--- src/rtl/epp_gate_pkg.sv ---
package epp_gate_pkg;
  localparam int HDW = 32;
  localparam logic [2:0] OFS_DATA = 3'd0;
  localparam logic [2:0] OFS_STAT = 3'd1;
  localparam logic [2:0] OFS_CTRL = 3'd2;
  localparam logic [2:0] OFS_EADR = 3'd3;
  localparam logic [2:0] OFS_EDAT = 3'd4;
  localparam logic [7:0] GATE_MASK = 8'h2F;
  localparam logic [7:0] PAT_WR    = 8'h04;
  localparam logic [7:0] PAT_RD    = 8'h24;
  localparam logic [7:0] CTL_FIX   = 8'hC0;
  localparam logic [7:0] CTL_RST   = 8'hCC;
  localparam int DIR_BIT = 5;

  function automatic logic [HDW-1:0] width_mask(input logic [2:0] nb);
    case (nb)
      3'd1:    width_mask = 32'h0000_00FF;
      3'd2:    width_mask = 32'h0000_FFFF;
      default: width_mask = 32'hFFFF_FFFF;
    endcase
  endfunction
endpackage

--- src/rtl/epp_cycle_gate.sv ---
module epp_cycle_gate
  import epp_gate_pkg::*;
(
  input  logic [7:0] ctl,
  input  logic       is_rd,
  output logic       open
);
  always_comb begin
    open = ((ctl & GATE_MASK) == (is_rd ? PAT_RD : PAT_WR));
  end
endmodule

--- src/rtl/epp_wait_timer.sv ---
module epp_wait_timer #(
  parameter int TW = 16
) (
  input  logic          clk,
  input  logic          rst_n,
  input  logic          clr,
  input  logic          run,
  input  logic [TW-1:0] limit,
  output logic          expire
);
  localparam logic [TW-1:0] CNT_MAX = {TW{1'b1}};
  logic [TW-1:0] cnt_q, cnt_d;

  always_comb begin
    cnt_d = cnt_q;
    if (clr)                        cnt_d = '0;
    else if (run && cnt_q != CNT_MAX) cnt_d = cnt_q + 1'b1;
  end

  always_ff @(posedge clk or negedge rst_n) begin
    if (!rst_n) cnt_q <= '0;
    else        cnt_q <= cnt_d;
  end

  assign expire = run && (cnt_q >= limit);
endmodule

--- src/rtl/epp_link_ctrl.sv ---
module epp_link_ctrl
  import epp_gate_pkg::*;
#(
  parameter int TW = 16
) (
  input  logic           clk,
  input  logic           rst_n,
  input  logic           launch,
  input  logic           we_i,
  input  logic           adr_i,
  input  logic [2:0]     nb_i,
  input  logic [HDW-1:0] wdata_i,
  input  logic [7:0]     ctl_i,
  input  logic [TW-1:0]  tmo_limit,
  input  logic           lnk_rsp,
  input  logic           lnk_err,
  input  logic [HDW-1:0] lnk_rdata,
  output logic           busy,
  output logic           lnk_req,
  output logic           lnk_we,
  output logic           lnk_adr_cyc,
  output logic [2:0]     lnk_nbytes,
  output logic [HDW-1:0] lnk_wdata,
  output logic           done,
  output logic           done_err,
  output logic [HDW-1:0] done_rdata
);
  logic           busy_q, busy_d;
  logic           we_q, we_d, adr_q, adr_d;
  logic [2:0]     nb_q, nb_d;
  logic [HDW-1:0] wd_q, wd_d;
  logic           expire;

  epp_wait_timer #(.TW(TW)) u_timer (
    .clk    (clk),
    .rst_n  (rst_n),
    .clr    (launch),
    .run    (busy_q),
    .limit  (tmo_limit),
    .expire (expire)
  );

  always_comb begin
    done       = busy_q && (lnk_rsp || expire);
    done_err   = done && (!lnk_rsp || lnk_err);
    done_rdata = (lnk_rsp ? lnk_rdata : {HDW{1'b1}}) & width_mask(nb_q);
  end

  always_comb begin
    busy_d = busy_q;
    we_d   = we_q;
    adr_d  = adr_q;
    nb_d   = nb_q;
    wd_d   = wd_q;
    if (busy_q) begin
      if (done) busy_d = 1'b0;
    end else if (launch) begin
      busy_d = 1'b1;
      we_d   = we_i;
      adr_d  = adr_i;
      nb_d   = nb_i;
      wd_d   = wdata_i & width_mask(nb_i);
    end
  end

  always_ff @(posedge clk or negedge rst_n) begin
    if (!rst_n) begin
      busy_q <= 1'b0;
      we_q   <= 1'b0;
      adr_q  <= 1'b0;
      nb_q   <= 3'd1;
      wd_q   <= '0;
    end else begin
      busy_q <= busy_d;
      we_q   <= we_d;
      adr_q  <= adr_d;
      nb_q   <= nb_d;
      wd_q   <= wd_d;
    end
  end

  assign busy        = busy_q;
  assign lnk_req     = busy_q;
  assign lnk_we      = we_q;
  assign lnk_adr_cyc = adr_q;
  assign lnk_nbytes  = nb_q;
  assign lnk_wdata   = wd_q;


  req_hold_chk: assert property (@(posedge clk) disable iff (!rst_n)
    (lnk_req && !lnk_rsp && !expire) |=> lnk_req);

  gate_pattern_chk: assert property (@(posedge clk) disable iff (!rst_n)
    $rose(lnk_req) |-> ((ctl_i & GATE_MASK) == (lnk_we ? PAT_WR : PAT_RD)));

  no_relaunch_chk: assert property (@(posedge clk) disable iff (!rst_n)
    (lnk_req && !done) |=> $stable(lnk_wdata) && $stable(lnk_nbytes));
endmodule

--- src/rtl/epp_xfer_gate.sv ---
module epp_xfer_gate
  import epp_gate_pkg::*;
#(
  parameter int TMO_W = 16
) (
  input  logic             clk,
  input  logic             rst_n,
  input  logic             hst_req,
  input  logic             hst_we,
  input  logic [2:0]       hst_addr,
  input  logic [1:0]       hst_size,
  input  logic [31:0]      hst_wdata,
  output logic [31:0]      hst_rdata,
  output logic             hst_ack,
  input  logic [TMO_W-1:0] tmo_limit,
  input  logic [7:0]       pstat,
  output logic [7:0]       ctl_out,
  output logic [7:0]       data_out,
  output logic             data_evt,
  output logic             ctl_evt,
  output logic             dir_evt,
  output logic             dir_val,
  output logic             lnk_req,
  output logic             lnk_we,
  output logic             lnk_adr_cyc,
  output logic [2:0]       lnk_nbytes,
  output logic [31:0]      lnk_wdata,
  input  logic             lnk_rsp,
  input  logic             lnk_err,
  input  logic [31:0]      lnk_rdata
);
  logic rst_meta, rst_sync;

  always_ff @(posedge clk or negedge rst_n) begin
    if (!rst_n) begin
      rst_meta <= 1'b0;
      rst_sync <= 1'b0;
    end else begin
      rst_meta <= 1'b1;
      rst_sync <= rst_meta;
    end
  end

  logic [7:0]  data_q, data_d, ctl_q, ctl_d;
  logic        flag_q, flag_d, ack_q, ack_d;
  logic [31:0] rdata_q, rdata_d;
  logic        devt_q, devt_d, cevt_q, cevt_d, revt_q, revt_d;

  logic        busy, xfer_done, xfer_err, gate_open;
  logic [31:0] xfer_rdata;
  logic        acc, is_epp, launch, local_acc;
  logic [2:0]  nb;
  logic [7:0]  ctl_new;
  logic [31:0] loc_rd;

  epp_cycle_gate u_gate (
    .ctl   (ctl_q),
    .is_rd (!hst_we),
    .open  (gate_open)
  );

  always_comb begin
    acc       = hst_req && !busy;
    is_epp    = (hst_addr == OFS_EADR) || (hst_addr == OFS_EDAT);
    launch    = acc && is_epp && gate_open;
    local_acc = acc && !launch;
    if (hst_addr == OFS_EADR) nb = 3'd1;
    else begin
      case (hst_size)
        2'd0:    nb = 3'd1;
        2'd1:    nb = 3'd2;
        default: nb = 3'd4;
      endcase
    end
    ctl_new = hst_wdata[7:0] | CTL_FIX;
    case (hst_addr)
      OFS_DATA: loc_rd = {24'd0, data_q};
      OFS_STAT: loc_rd = {24'd0, (pstat & 8'hFE) | {7'd0, flag_q}};
      OFS_CTRL: loc_rd = {24'd0, ctl_q};
      OFS_EADR, OFS_EDAT: loc_rd = width_mask(nb);
      default:  loc_rd = 32'h0000_00FF;
    endcase
  end

  epp_link_ctrl #(.TW(TMO_W)) u_link (
    .clk         (clk),
    .rst_n       (rst_sync),
    .launch      (launch),
    .we_i        (hst_we),
    .adr_i       (hst_addr == OFS_EADR),
    .nb_i        (nb),
    .wdata_i     (hst_wdata),
    .ctl_i       (ctl_q),
    .tmo_limit   (tmo_limit),
    .lnk_rsp     (lnk_rsp),
    .lnk_err     (lnk_err),
    .lnk_rdata   (lnk_rdata),
    .busy        (busy),
    .lnk_req     (lnk_req),
    .lnk_we      (lnk_we),
    .lnk_adr_cyc (lnk_adr_cyc),
    .lnk_nbytes  (lnk_nbytes),
    .lnk_wdata   (lnk_wdata),
    .done        (xfer_done),
    .done_err    (xfer_err),
    .done_rdata  (xfer_rdata)
  );

  always_comb begin
    data_d  = data_q;
    ctl_d   = ctl_q;
    flag_d  = flag_q;
    rdata_d = rdata_q;
    ack_d   = 1'b0;
    devt_d  = 1'b0;
    cevt_d  = 1'b0;
    revt_d  = 1'b0;
    if (xfer_done) begin
      ack_d = 1'b1;
      if (!lnk_we) rdata_d = xfer_rdata;
      if (xfer_err) flag_d = 1'b1;
    end
    if (local_acc) begin
      ack_d = 1'b1;
      if (!hst_we) rdata_d = loc_rd;
      else begin
        case (hst_addr)
          OFS_DATA: if (hst_wdata[7:0] != data_q) begin
            data_d = hst_wdata[7:0];
            devt_d = 1'b1;
          end
          OFS_STAT: if (hst_wdata[0]) flag_d = 1'b0;
          OFS_CTRL: if (ctl_new != ctl_q) begin
            ctl_d  = ctl_new;
            cevt_d = 1'b1;
            revt_d = (ctl_new[DIR_BIT] != ctl_q[DIR_BIT]);
          end
          default: ;
        endcase
      end
    end
  end

  always_ff @(posedge clk or negedge rst_sync) begin
    if (!rst_sync) begin
      data_q  <= 8'hFF;
      ctl_q   <= CTL_RST;
      flag_q  <= 1'b0;
      ack_q   <= 1'b0;
      rdata_q <= '0;
      devt_q  <= 1'b0;
      cevt_q  <= 1'b0;
      revt_q  <= 1'b0;
    end else begin
      data_q  <= data_d;
      ctl_q   <= ctl_d;
      flag_q  <= flag_d;
      ack_q   <= ack_d;
      rdata_q <= rdata_d;
      devt_q  <= devt_d;
      cevt_q  <= cevt_d;
      revt_q  <= revt_d;
    end
  end

  assign hst_ack   = ack_q;
  assign hst_rdata = rdata_q;
  assign ctl_out   = ctl_q;
  assign data_out  = data_q;
  assign data_evt  = devt_q;
  assign ctl_evt   = cevt_q;
  assign dir_evt   = revt_q;
  assign dir_val   = ctl_q[DIR_BIT];


  err_sets_flag_chk: assert property (@(posedge clk) disable iff (!rst_sync)
    (lnk_req && lnk_rsp && lnk_err) |=> flag_q);

  dir_evt_chk: assert property (@(posedge clk) disable iff (!rst_sync)
    dir_evt |-> (ctl_evt && ($past(ctl_out[DIR_BIT]) != ctl_out[DIR_BIT])));

  ctl_fixed_chk: assert property (@(posedge clk) disable iff (!rst_sync)
    ctl_out[7:6] == 2'b11);

  data_evt_chk: assert property (@(posedge clk) disable iff (!rst_sync)
    data_evt |-> (data_out != $past(data_out)));
endmodule

--- config.mk ---
export PLATFORM = sky130hd
export DESIGN_NAME = epp_xfer_gate
export DESIGN_NICKNAME = d
export VERILOG_FILES = /design/src/rtl/epp_gate_pkg.sv /design/src/rtl/epp_cycle_gate.sv /design/src/rtl/epp_wait_timer.sv /design/src/rtl/epp_link_ctrl.sv /design/src/rtl/epp_xfer_gate.sv
export SDC_FILE = /design/constraint.sdc
export NUM_CORES = 1
export LEC_CHECK = 0
export ABC_CLOCK_PERIOD_IN_PS = 3000
export BUFFER_PORTS_ARGS = -buffer_cell sky130_fd_sc_hd__clkbuf_2
export CORE_MARGIN = 5
export CORE_UTILIZATION = 46
export DETAILED_ROUTE_END_ITERATION = 12
export PLACE_DENSITY = 0.81
export SLEW_MARGIN = 20
export SYNTH_ARGS = -nofsm -noshare
export SYNTH_HDL_FRONTEND = slang
export SYNTH_HIERARCHICAL = 1
export SYNTH_SLANG_ARGS = --single-unit
--- constraint.sdc ---
create_clock -name clk -period 3 [get_ports clk]
set_input_delay 0.15 -clock clk [delete_from_list [all_inputs] [get_ports clk]]
set_output_delay 0.15 -clock clk [all_outputs]
set_load 0.03 [all_outputs]
# Yosys cells after proc, flatten, opt, wreduce, memory -nomap -nowiden
# Index checks and enable logic that the tools add are counted.
[classes]
muxes = 38
eq_ne = 14
n_reduce_logical = 21
addsub = 1
n_bitwise = 4
order_cmp = 1
[op_table]
columns = ["cell", "n"]
rows = [
  ["$mux 32", 7],
  ["$pmux 32 s2", 2],
  ["$pmux 32 s4", 1],
  ["$and 32x32->32", 2],
  ["$mux 16", 2],
  ["$mux 1", 23],
  ["$add 16x1->16 const B", 1],
  ["$ge 16x16->1", 1],
  ["$ne 16x16->1 const B", 1],
  ["$eq 3x2->1 const B", 4],
  ["$eq 3x1->1 const B", 3],
  ["$logic_and 1x1->1", 8],
  ["$ne 8x8->1", 1],
  ["$or 8x1->8", 1],
  ["$reduce_and 4->1", 2],
  ["$eq 6x6->1", 1],
  ["$mux 6", 1],
  ["$ne 6x6->1", 1],
  ["$pmux 3 s2", 1],
  ["$eq 3x3->1 const B", 1],
  ["$logic_not 1->1", 3],
  ["$logic_not 3->1", 1],
  ["$logic_or 1x1->1", 3],
  ["$mux 3", 1],
  ["other kinds (7)", 7],
]
[word_totals]
regBits = 107

# Longest topological paths before layout
# Gate-level depths: netlist (run 1).
[logic_depth]
depth_word = 11
depth_mapped = 13
depth_no_buf = 12

# Hierarchy
# Netlist (run 1), hierarchy kept.
[modules_own_cells]
columns = ["module", "seq_area_each_um2", "n_inst", "area_each_um2", "cells_per_inst"]
rows = [
  ["epp_xfer_gate", 1338.8, 1, 2623.8, 243],
  ["epp_link_ctrl", 952.2, 1, 1815.5, 217],
  ["epp_wait_timer", 400.4, 1, 1341.3, 149],
  ["epp_cycle_gate", 0.0, 1, 35.0, 3],
]

# Worst setup path before layout (run 1)
# OpenSTA, ideal clock, no wires.
[synth_path]
path_kind = "reg2reg"
start = "reg u_link.u_timer.cnt_q[0]"
end = "reg rdata_q[10], in the netlist hst_rdata[10]"
setup_slack_ns = 0.033
arrival_time_ns = 2.820
path_buffers = 2
path_stages_with_launch = 14
setup_time_ns = 0.147
cell_sequence = "dfrtp_1 > inv_1 > ha_1 > nand2b_1 > a2111o_1 > a311oi_1 > o22ai_1 > o21ai_0 > inv_1 > nand2b_1 > clkbuf_1 > clkbuf_1 > mux2i_1 > o21ai_0"
[synth_between]
elab_chain_cells = 7
[synth_lines]
columns = ["item", "line", "rtl"]
rows = [
  ["start, declared", "epp_wait_timer.sv:12", "logic [TW-1:0] cnt_q, cnt_d;"],
  ["start signal, assigned", "epp_wait_timer.sv:22", "else cnt_q <= cnt_d;"],
  ["$ge 16x16->1 *", "epp_wait_timer.sv:25", "assign expire = run && (cnt_q >= limit);"],
  ["$logic_and 1x1->1 *", "epp_wait_timer.sv:25", ""],
  ["named net u_link.expire", "epp_link_ctrl.sv:32", "logic expire;"],
  ["$logic_or 1x1->1 *", "epp_link_ctrl.sv:44", "done = busy_q && (lnk_rsp || expire);"],
  ["$logic_and 1x1->1 *", "epp_link_ctrl.sv:44", ""],
  ["named net xfer_done", "epp_xfer_gate.sv:49", "logic busy, xfer_done, xfer_err, gate_open;"],
  ["$mux 32 *", "epp_xfer_gate.sv:118", "if (xfer_done) begin"],
  ["$mux 32", "epp_xfer_gate.sv:125", "if (!hst_we) rdata_d = loc_rd;"],
  ["$mux 32 *", "epp_xfer_gate.sv:123", "if (local_acc) begin"],
  ["named net rdata_d[10]", "epp_xfer_gate.sv:46", "logic [31:0] rdata_q, rdata_d;"],
  ["end signal, assigned", "epp_xfer_gate.sv:159", "rdata_q <= rdata_d;"],
  ["end, declared", "epp_xfer_gate.sv:46", ""],
]
# The timed path passes the listed nets; every way through them passes the cells marked *.
# A chain may end at the register's enable or synchronous reset.

# Final worst setup path (run 1)
[layout_path]
start = "reg u_link.u_timer.cnt_q[0]"
end = "reg rdata_q[7], in the netlist hst_rdata[7]"
# The elaborated chain is that of the path after synthesis.

==> results of run 1 <==
[metal layers]
| layer | share of wire (%) | wire, µm | global-route usage, % | vias to the layer above |
|---|---|---|---|---|
| met5 | 0 | 0 | 0 | - |
| met4 | 1.9 | 292 | 6.09 | 0 |
| met3 | 5.8 | 908 | 5.35 | 23 |
| met2 | 49 | 7680 | 33.8 | 152 |
| met1 | 43 | 6770 | 27.3 | 2451 |
| li1 | - | - | - | 2470 |
[synthesized netlist by cell type (3+ instances only)]
cell	instances	area share (%)
nand4_1	6	0.65
buf_2	4	0.34
buf_6	3	0.58
mux2i_1	11	1.9
xnor2_1	14	2.1
o21ai_0	17	1.5
and4_4	3	0.58
nand3_1	3	0.26
o22a_1	6	0.90
mux2_2	23	4.5
nand2_1	123	7.9
nand2b_1	13	1.4
nor3_1	13	1.1
inv_1	47	3.0
and4b_1	4	0.69
nor2b_1	10	1.1
clkbuf_1	15	0.97
dfrtp_1	96	41
a21oi_1	51	4.4
a31oi_1	26	2.8
mux2_4	3	0.77
dfstp_2	11	5.0
buf_4	11	1.4
xor2_1	3	0.45
a22o_1	8	1.2
nor2_1	19	1.2
nor3b_1	3	0.39
ha_1	17	3.7
and3_1	5	0.54
[sequential cells by signal, summed over array words and instances (netlist names)]
name / cells
hst_rdata: 32
u_link/lnk_wdata: 32
u_link/u_timer/cnt_q: 16
data_out: 8
ctl_out: 6
u_link/lnk_nbytes: 3
ctl_evt: 1
data_evt: 1
dir_evt: 1
flag_q: 1
hst_ack: 1
rst_meta: 1
rst_sync: 1
u_link/busy: 1
u_link/lnk_adr_cyc: 1
u_link/lnk_we: 1
[what timing repair did]
action	CTS	global route
setup endpoints to repair	0	0
hold buffers	7	0
setup buffers	0	0
endpoints found under the hold margin	8	0
[placed cells by master (no fill, tap or decap), types with 3 or more instances in the layout]
master,n
xnor2_1,14
nor2b_1,9
o21ai_0,17
nor2_1,19
nor3b_1,3
nand2_1,123
ha_1,17
and4b_1,4
buf_4,9
conb_1,3
clkbuf_2,186
o22a_1,6
mux2i_1,11
mux2_2,23
a21oi_1,51
nand3_1,3
a31oi_1,26
a22o_1,8
nand2b_1,13
and3_1,5
nor3_1,13
clkbuf_16,9
and4_4,3
inv_1,47
dfrtp_1,95
dfstp_2,11
dlygate4sd3_1,7
nand4_1,6
mux2_4,3
xor2_1,3
[metrics by stage]
stage / instances / worst slack [ps] / util [%]
floorplan: 614 / 33.0 / -
global placement: 949 / 255 / 54.9
detailed placement: 949 / 203 / 54.9
CTS: 971 / 178 / 58.0
global route: 972 / 23.5 / 58.0
finish: 972 / 208 / 58.0
[worst max-delay path: stages, from the launching register on]
cell	delay [ps]
dfrtp_1	400
inv_1	80
ha_1	260
nand2b_1	140
a2111o_1	400
a311oi_1	260
o22ai_1	140
o21ai_0	210
inv_1	130
nand2b_1	130
buf_12	210
mux2i_1	200
o21ai_0	90
[area by class of cell]
cell class / instances / area share [%]
Antenna cell: 1 / 0.0344
Clock buffer: 9 / 3.10
Clock inverter: 6 / 1.24
Inverter: 47 / 2.43
Multi-Input combinational cell: 427 / 38.2
Sequential cell: 107 / 37.1
Tap cell: 172 / 2.96
Timing Repair Buffer: 203 / 15.0
[path summary, 6_finish.rpt]
kind	start	endpoint	cells past startpoint
setup / recovery	u_link/u_timer/cnt_q[0]	hst_rdata[7]	12
hold / removal	hst_wdata[28]	u_link/lnk_wdata[28]	3
setup reg to reg	u_link/u_timer/cnt_q[0]	hst_rdata[7]	12
hold reg to reg	rst_sync	u_link/lnk_we	0
max in group asynchronous	rst_sync	hst_rdata[8]	1
min in group asynchronous	rst_n	rst_meta	2
[logic make-up after synthesis]
logic type | Yosys count | synth area share (%)
muxes | 37 | 7.12
adders and majority gates | 17 | 3.66
xor gates and xnor gates | 17 | 2.56
DFF | 107 | 46.3
and+or+nand+nor | 223 | 19.8
other | 1 | 0.0645
buffers and inverters | 80 | 6.35
AOI/OAI and AO/OA | 130 | 14.2
[power by group]
part | switching, mW | total [mW] | internal (mW) | leakage, nW
clock network | 0.538 | 1.27 | 0.730 | 0.152
logic | 1.85 | 2.84 | 0.993 | 2.27
registers | 0.475 | 2.49 | 2.02 | 1.32
total | 2.86 | 6.60 | 3.74 | 3.74
==> flow_metrics.env, run 1 <==
export IMPL_clock_sinks=107
export IMPL_min_delay_path_class="primary input to flop"
export IMPL_io_pins=190
export IMPL_die_h_um=122
export IMPL_synth_cell_area_um2=5820
export IMPL_p_leak_nw=3.74
export IMPL_maxSlewHeadroom_pct=56.5
export IMPL_clock_latency_ps=350
export IMPL_initial_core_util_pct=46.5
export IMPL_syn_avg_cell_area_um2=9.50
export IMPL_htree_levels=3
export IMPL_maxCapViolations=0
export IMPL_grt_overflow=0
export IMPL_wl_per_cell_um=16.1
export IMPL_finalSetupTns_ps=0
export IMPL_portBuffers=186
export IMPL_rsz0062_at_grt="no"
export IMPL_synth_cell_types=64
export IMPL_place_area_um2=6880
export IMPL_holdWs_ps=11.8
export IMPL_multi_input_area_um2=2770
export IMPL_via_per_inst=5.24
export IMPL_drt_iter0_drc=416
export IMPL_hpwl_um=11600
export IMPL_synth_edf_count=0
export IMPL_wl_um=15700
export IMPL_cts_resized=0
export IMPL_ir_drop_uv=557
export IMPL_cp_start_kind="flop"
export IMPL_seqCellArea_um2=2700
export IMPL_finalClockSkew_ps=7.53
export IMPL_core_um2=12500
export IMPL_num_vias=5096
export IMPL_drt_pre_antenna_iters=5
export IMPL_synth_seq_area_share_pct=46.3
export IMPL_final_area_um2=7260
export IMPL_outcome="finished, final reports clean"
export IMPL_critPathMaxFanout=32
export IMPL_arrival_ps=3010
export IMPL_min_period_ps=2790
export IMPL_cts_root_buf="clkbuf_16"
export IMPL_yosysWarnings=6
export IMPL_path_class="flop to flop"
export IMPL_finalHoldViolCount=0
export IMPL_grt_pass1_vias=4876
export IMPL_cp_required_ps=3220
export IMPL_syn_to_final_growth_pct=24.9
export IMPL_fillers=1155
export IMPL_antenna_left=0
export IMPL_place_congestion=0.807
export IMPL_die_area_um2=15000
export IMPL_route_detailed_drc=0
export IMPL_cts_tree="done"
export IMPL_path_clk_slew_ps=70
export IMPL_powerDensity_nw_per_um2=908
export IMPL_fin_nets=911
export IMPL_endpoint_kind="flop"
export IMPL_rows=41
export IMPL_period_share_pct=93.1
export IMPL_synthArstFlopShare_pct=100
export IMPL_clk_path_buf_depth=2
export IMPL_tightest_slew_ps=651
export IMPL_synth_flop_cell="dfrtp_1"
export IMPL_power_mw=6.60
export IMPL_drive_gt1_share_pct=34.3
export IMPL_die_x_um=122
export IMPL_antenna_found_initial=1
export IMPL_setup_viol=0
export IMPL_grt_pass1_wl_um=24500
export IMPL_track_usage_pct=20.7
export IMPL_slew_viol_final=0
export IMPL_cts_buffers=9
export IMPL_synth_seq_cells=107
export IMPL_fmax_mhz=358
export IMPL_netlist_instances=612
export IMPL_r2r_slack_ps=210
export IMPL_grt_max_degree=50
(Power assumes the default switching activity.)
==> run 2: changes to the inputs <==
Settings changed: ABC_AREA set to 1, CELL_PAD_IN_SITES_DETAIL_PLACEMENT set to 0, CELL_PAD_IN_SITES_GLOBAL_PLACEMENT set to 1, CORE_UTILIZATION 46 to 33, GPL_TIMING_DRIVEN set to 0.
==> run 2 against run 1 <==
Effect of this change: core utilization is 16 points lower; setup slack better by 27 ps; flip-flop and latch count stayed put; non-clock buffer count is 21 higher; critical path type unchanged; largest cell class unchanged; largest power group is now registers.
==> flow_metrics.env, run 2 <==
export IMPL_fin_nets=1148
export IMPL_core_um2=18700
export IMPL_num_vias=5748
export IMPL_synth_flop_cell="dfrtp_1"
export IMPL_rows=50
export IMPL_post_route_util_pct=42.3
export IMPL_synthArstFlopShare_pct=100
export IMPL_finalHoldViolCount=0
export IMPL_setup_viol=0
export IMPL_grt_pass1_vias=5638
export IMPL_antenna_left=0
export IMPL_hpwl_um=14400
export IMPL_rr_endpoint="hst_rdata[4]"
export IMPL_maxCapViolations=0
export IMPL_r2r_start="u_link/u_timer/cnt_q[11]"
export IMPL_arrival_ps=3000
export IMPL_initial_core_util_pct=33.5
export IMPL_syn_to_final_growth_pct=26.2
export IMPL_clk_path_buf_depth=2
export IMPL_via_per_inst=4.52
export IMPL_drive_gt1_share_pct=29.0
export IMPL_drt_pre_antenna_iters=5
export IMPL_place_congestion=0.832
export IMPL_synth_edf_count=0
export IMPL_worstRegToRegCells=16
export IMPL_grt_pass1_wl_um=29800
export IMPL_slowest_stage="dfrtp_2"
export IMPL_netlist_top_cells_count="nand2_1, inv_1, dfrtp_1"
export IMPL_r2r_slack_ps=230
export IMPL_outcome="finished, final reports clean"
export IMPL_wl_met1_um=8840
export IMPL_die_x_um=148
export IMPL_fmax_mhz=362
export IMPL_endpoint_kind="flop"
export IMPL_route_detailed_drc=0
export IMPL_wl_per_cell_um=14.6
export IMPL_ir_drop_uv=297
export IMPL_finalClockSkew_ps=14.4
export IMPL_wl_met3_um=1180
export IMPL_drt_iter0_drc=225
export IMPL_max_stage_delay_ps=450
export IMPL_tightest_slew_ps=713
export IMPL_clock_latency_ps=360
export IMPL_min_delay_path_class="primary input to flop"
export IMPL_p_leak_nw=4.60
export IMPL_critPathMaxFanout=10
export IMPL_portBuffers=186
export IMPL_grt_max_degree=55
export IMPL_synth_seq_cells=107
export IMPL_wl_um=18600
export IMPL_yosysWarnings=6
export IMPL_clock_sinks=107
export IMPL_power_mw=4.63
export IMPL_die_area_um2=21900
export IMPL_track_usage_pct=17.0
export IMPL_crit_path_cell_trace="ha_1 > nand2_1 > o21bai_1 > a21oi_1 > nor2_1 > a21oi_1 > or2_2 > nand2_1 > inv_1 > inv_1 > or2_1 > buf_4 > buf_12 > mux2_2 > nand2_1 > nand2_1"
export IMPL_min_period_ps=2770
export IMPL_yosysMostFrequentCell="nand2_1"
export IMPL_synth_cell_types=36
export IMPL_route_met2_wl_um=8290
export IMPL_num_antenna_cells=0
export IMPL_path_common_cell="nand2_1"
export IMPL_highest_layer="met5"
export IMPL_dpl_cell_count=1252
export IMPL_synth_area_leaders="dfrtp_1, nand2_1, inv_1, dfstp_2, nor2_1"
export IMPL_cts_buffers=9
export IMPL_netlist_instances=828
export IMPL_cts_root_buf="clkbuf_16"
export IMPL_startpoint="u_link/u_timer/cnt_q[11]"
export IMPL_synth_seq_area_share_pct=42.9
export IMPL_htree_levels=3
export IMPL_io_pins=190
export IMPL_cts_tree="done"
export IMPL_cp_start_kind="flop"
export IMPL_mostFrequentLayoutCell="nand2_1"
export IMPL_slew_viol_final=0
export IMPL_synth_cell_area_um2=6270
export IMPL_min_delay_path_depth=3
export IMPL_layout_cells_non_filler=1271
export IMPL_path_class="flop to flop"
export IMPL_path_clk_slew_ps=80
export IMPL_grt_overflow=0
export IMPL_cp_required_ps=3240
export IMPL_syn_avg_cell_area_um2=7.58
export IMPL_antenna_found_initial=1
export IMPL_endpoint="hst_rdata[4]"
export IMPL_final_cell_mix="nand2_1, clkbuf_2, inv_1"
export IMPL_period_share_pct=92.2
export IMPL_yosys_area_top_type="dfrtp_1"
export IMPL_powerDensity_nw_per_um2=585
export IMPL_synth_top_area_share_pct=38.3
export IMPL_maxSlewHeadroom_pct=52.1
export IMPL_die_h_um=148
## run 2: changes by cell type after synthesis, moves of 12 or more
cell and change:
mux2_2 -15, clkbuf_1 -12, nor2_1 +56, nand2b_1 -13
a21oi_1 -28, o21ai_0 +27, nand4_1 +12, a31oi_1 -25
inv_1 +62, nand2_1 +132, nand3_1 +46
## run 2: routing by layer
| layer | track usage (%) | up-vias |
|---|---|---|
| met5 | 0 | - |
| li1 | - | 2992 |
| met1 | 24.2 | 2584 |
| met2 | 26.3 | 152 |
| met3 | 4.02 | 18 |
| met4 | 4.39 | 2 |
## run 2: where the power goes
part / switching (mW) / leakage, nW / internal [mW]
clock network: 0.598 / 0.152 / 0.670
registers: 0.195 / 1.37 / 1.70
logic: 0.988 / 3.08 / 0.480
total: 1.78 / 4.60 / 2.85
## run 2: metrics by stage
| step | setup TNS, ps | setup slack (ps) | hold slack [ps] | area (µm²) |
|---|---|---|---|---|
| 3_3_place_gp | 0 | 6.88 | -63.5 | 7510 |
| 6_report | 0 | 235 | 14.7 | 7920 |
| 4_1_cts | 0 | 7.93 | 2.30 | 7880 |
| 2_1_floorplan | 0 | 552 | -146 | 6280 |
| 3_5_place_dp | 0 | 29.3 | -58.5 | 7560 |
| 5_1_grt | -0.359 | -0.359 | 14.6 | 7920 |
## run 2: kinds of logic after synthesis
logic type                 synth area share (%)
AOI/OAI and AO/OA                          6.90
buffers and inverters                      10.8
other                                    0.0598
xor gates and xnor gates                   1.95
DFF                                        42.9
and+or+nand+nor                            30.5
muxes                                      3.51
adders and majority gates                  3.39
## run 2: worst min-delay path by stage
stage / slack [ps] / to / startpoint
after floorplan: -150 / rst_meta / rst_n
after global placement: -60 / rst_meta / rst_n
after detailed placement: -60 / rst_meta / rst_n
after CTS: 2 / u_link/lnk_wdata[11] / hst_wdata[11]
after global routing: 10 / u_link/lnk_wdata[14] / hst_wdata[14]
final: 10 / u_link/lnk_wdata[14] / hst_wdata[14]
## run 2: layout make-up
class | instances | area, µm²
multi-input combinational | 576 | 2920
fill | 1946 | 10800
clock buffer | 10 | 229
timing repair buffer | 191 | 1000
clock inverter | 6 | 83.8
buffer | 33 | 262
tap | 234 | 293
sequential | 107 | 2700
inverter | 114 | 430
## run 2: timing repair
item,CTS,global route
setup buffers,0,2
setup endpoints to repair,0,27
endpoints found under the hold margin,2,0
hold buffers,1,0
gates resized for setup,0,19
## run 2: critical path: cells and delay by family (launching register included)
| kind | cells | cell delay [ps] |
|---|---|---|
| and+or+nand+nor | 7 | 830 |
| DFF | 1 | 450 |
| buffers and inverters | 4 | 430 |
| muxes | 1 | 330 |
| adders and majority gates | 1 | 300 |
| AOI/OAI and AO/OA | 3 | 290 |
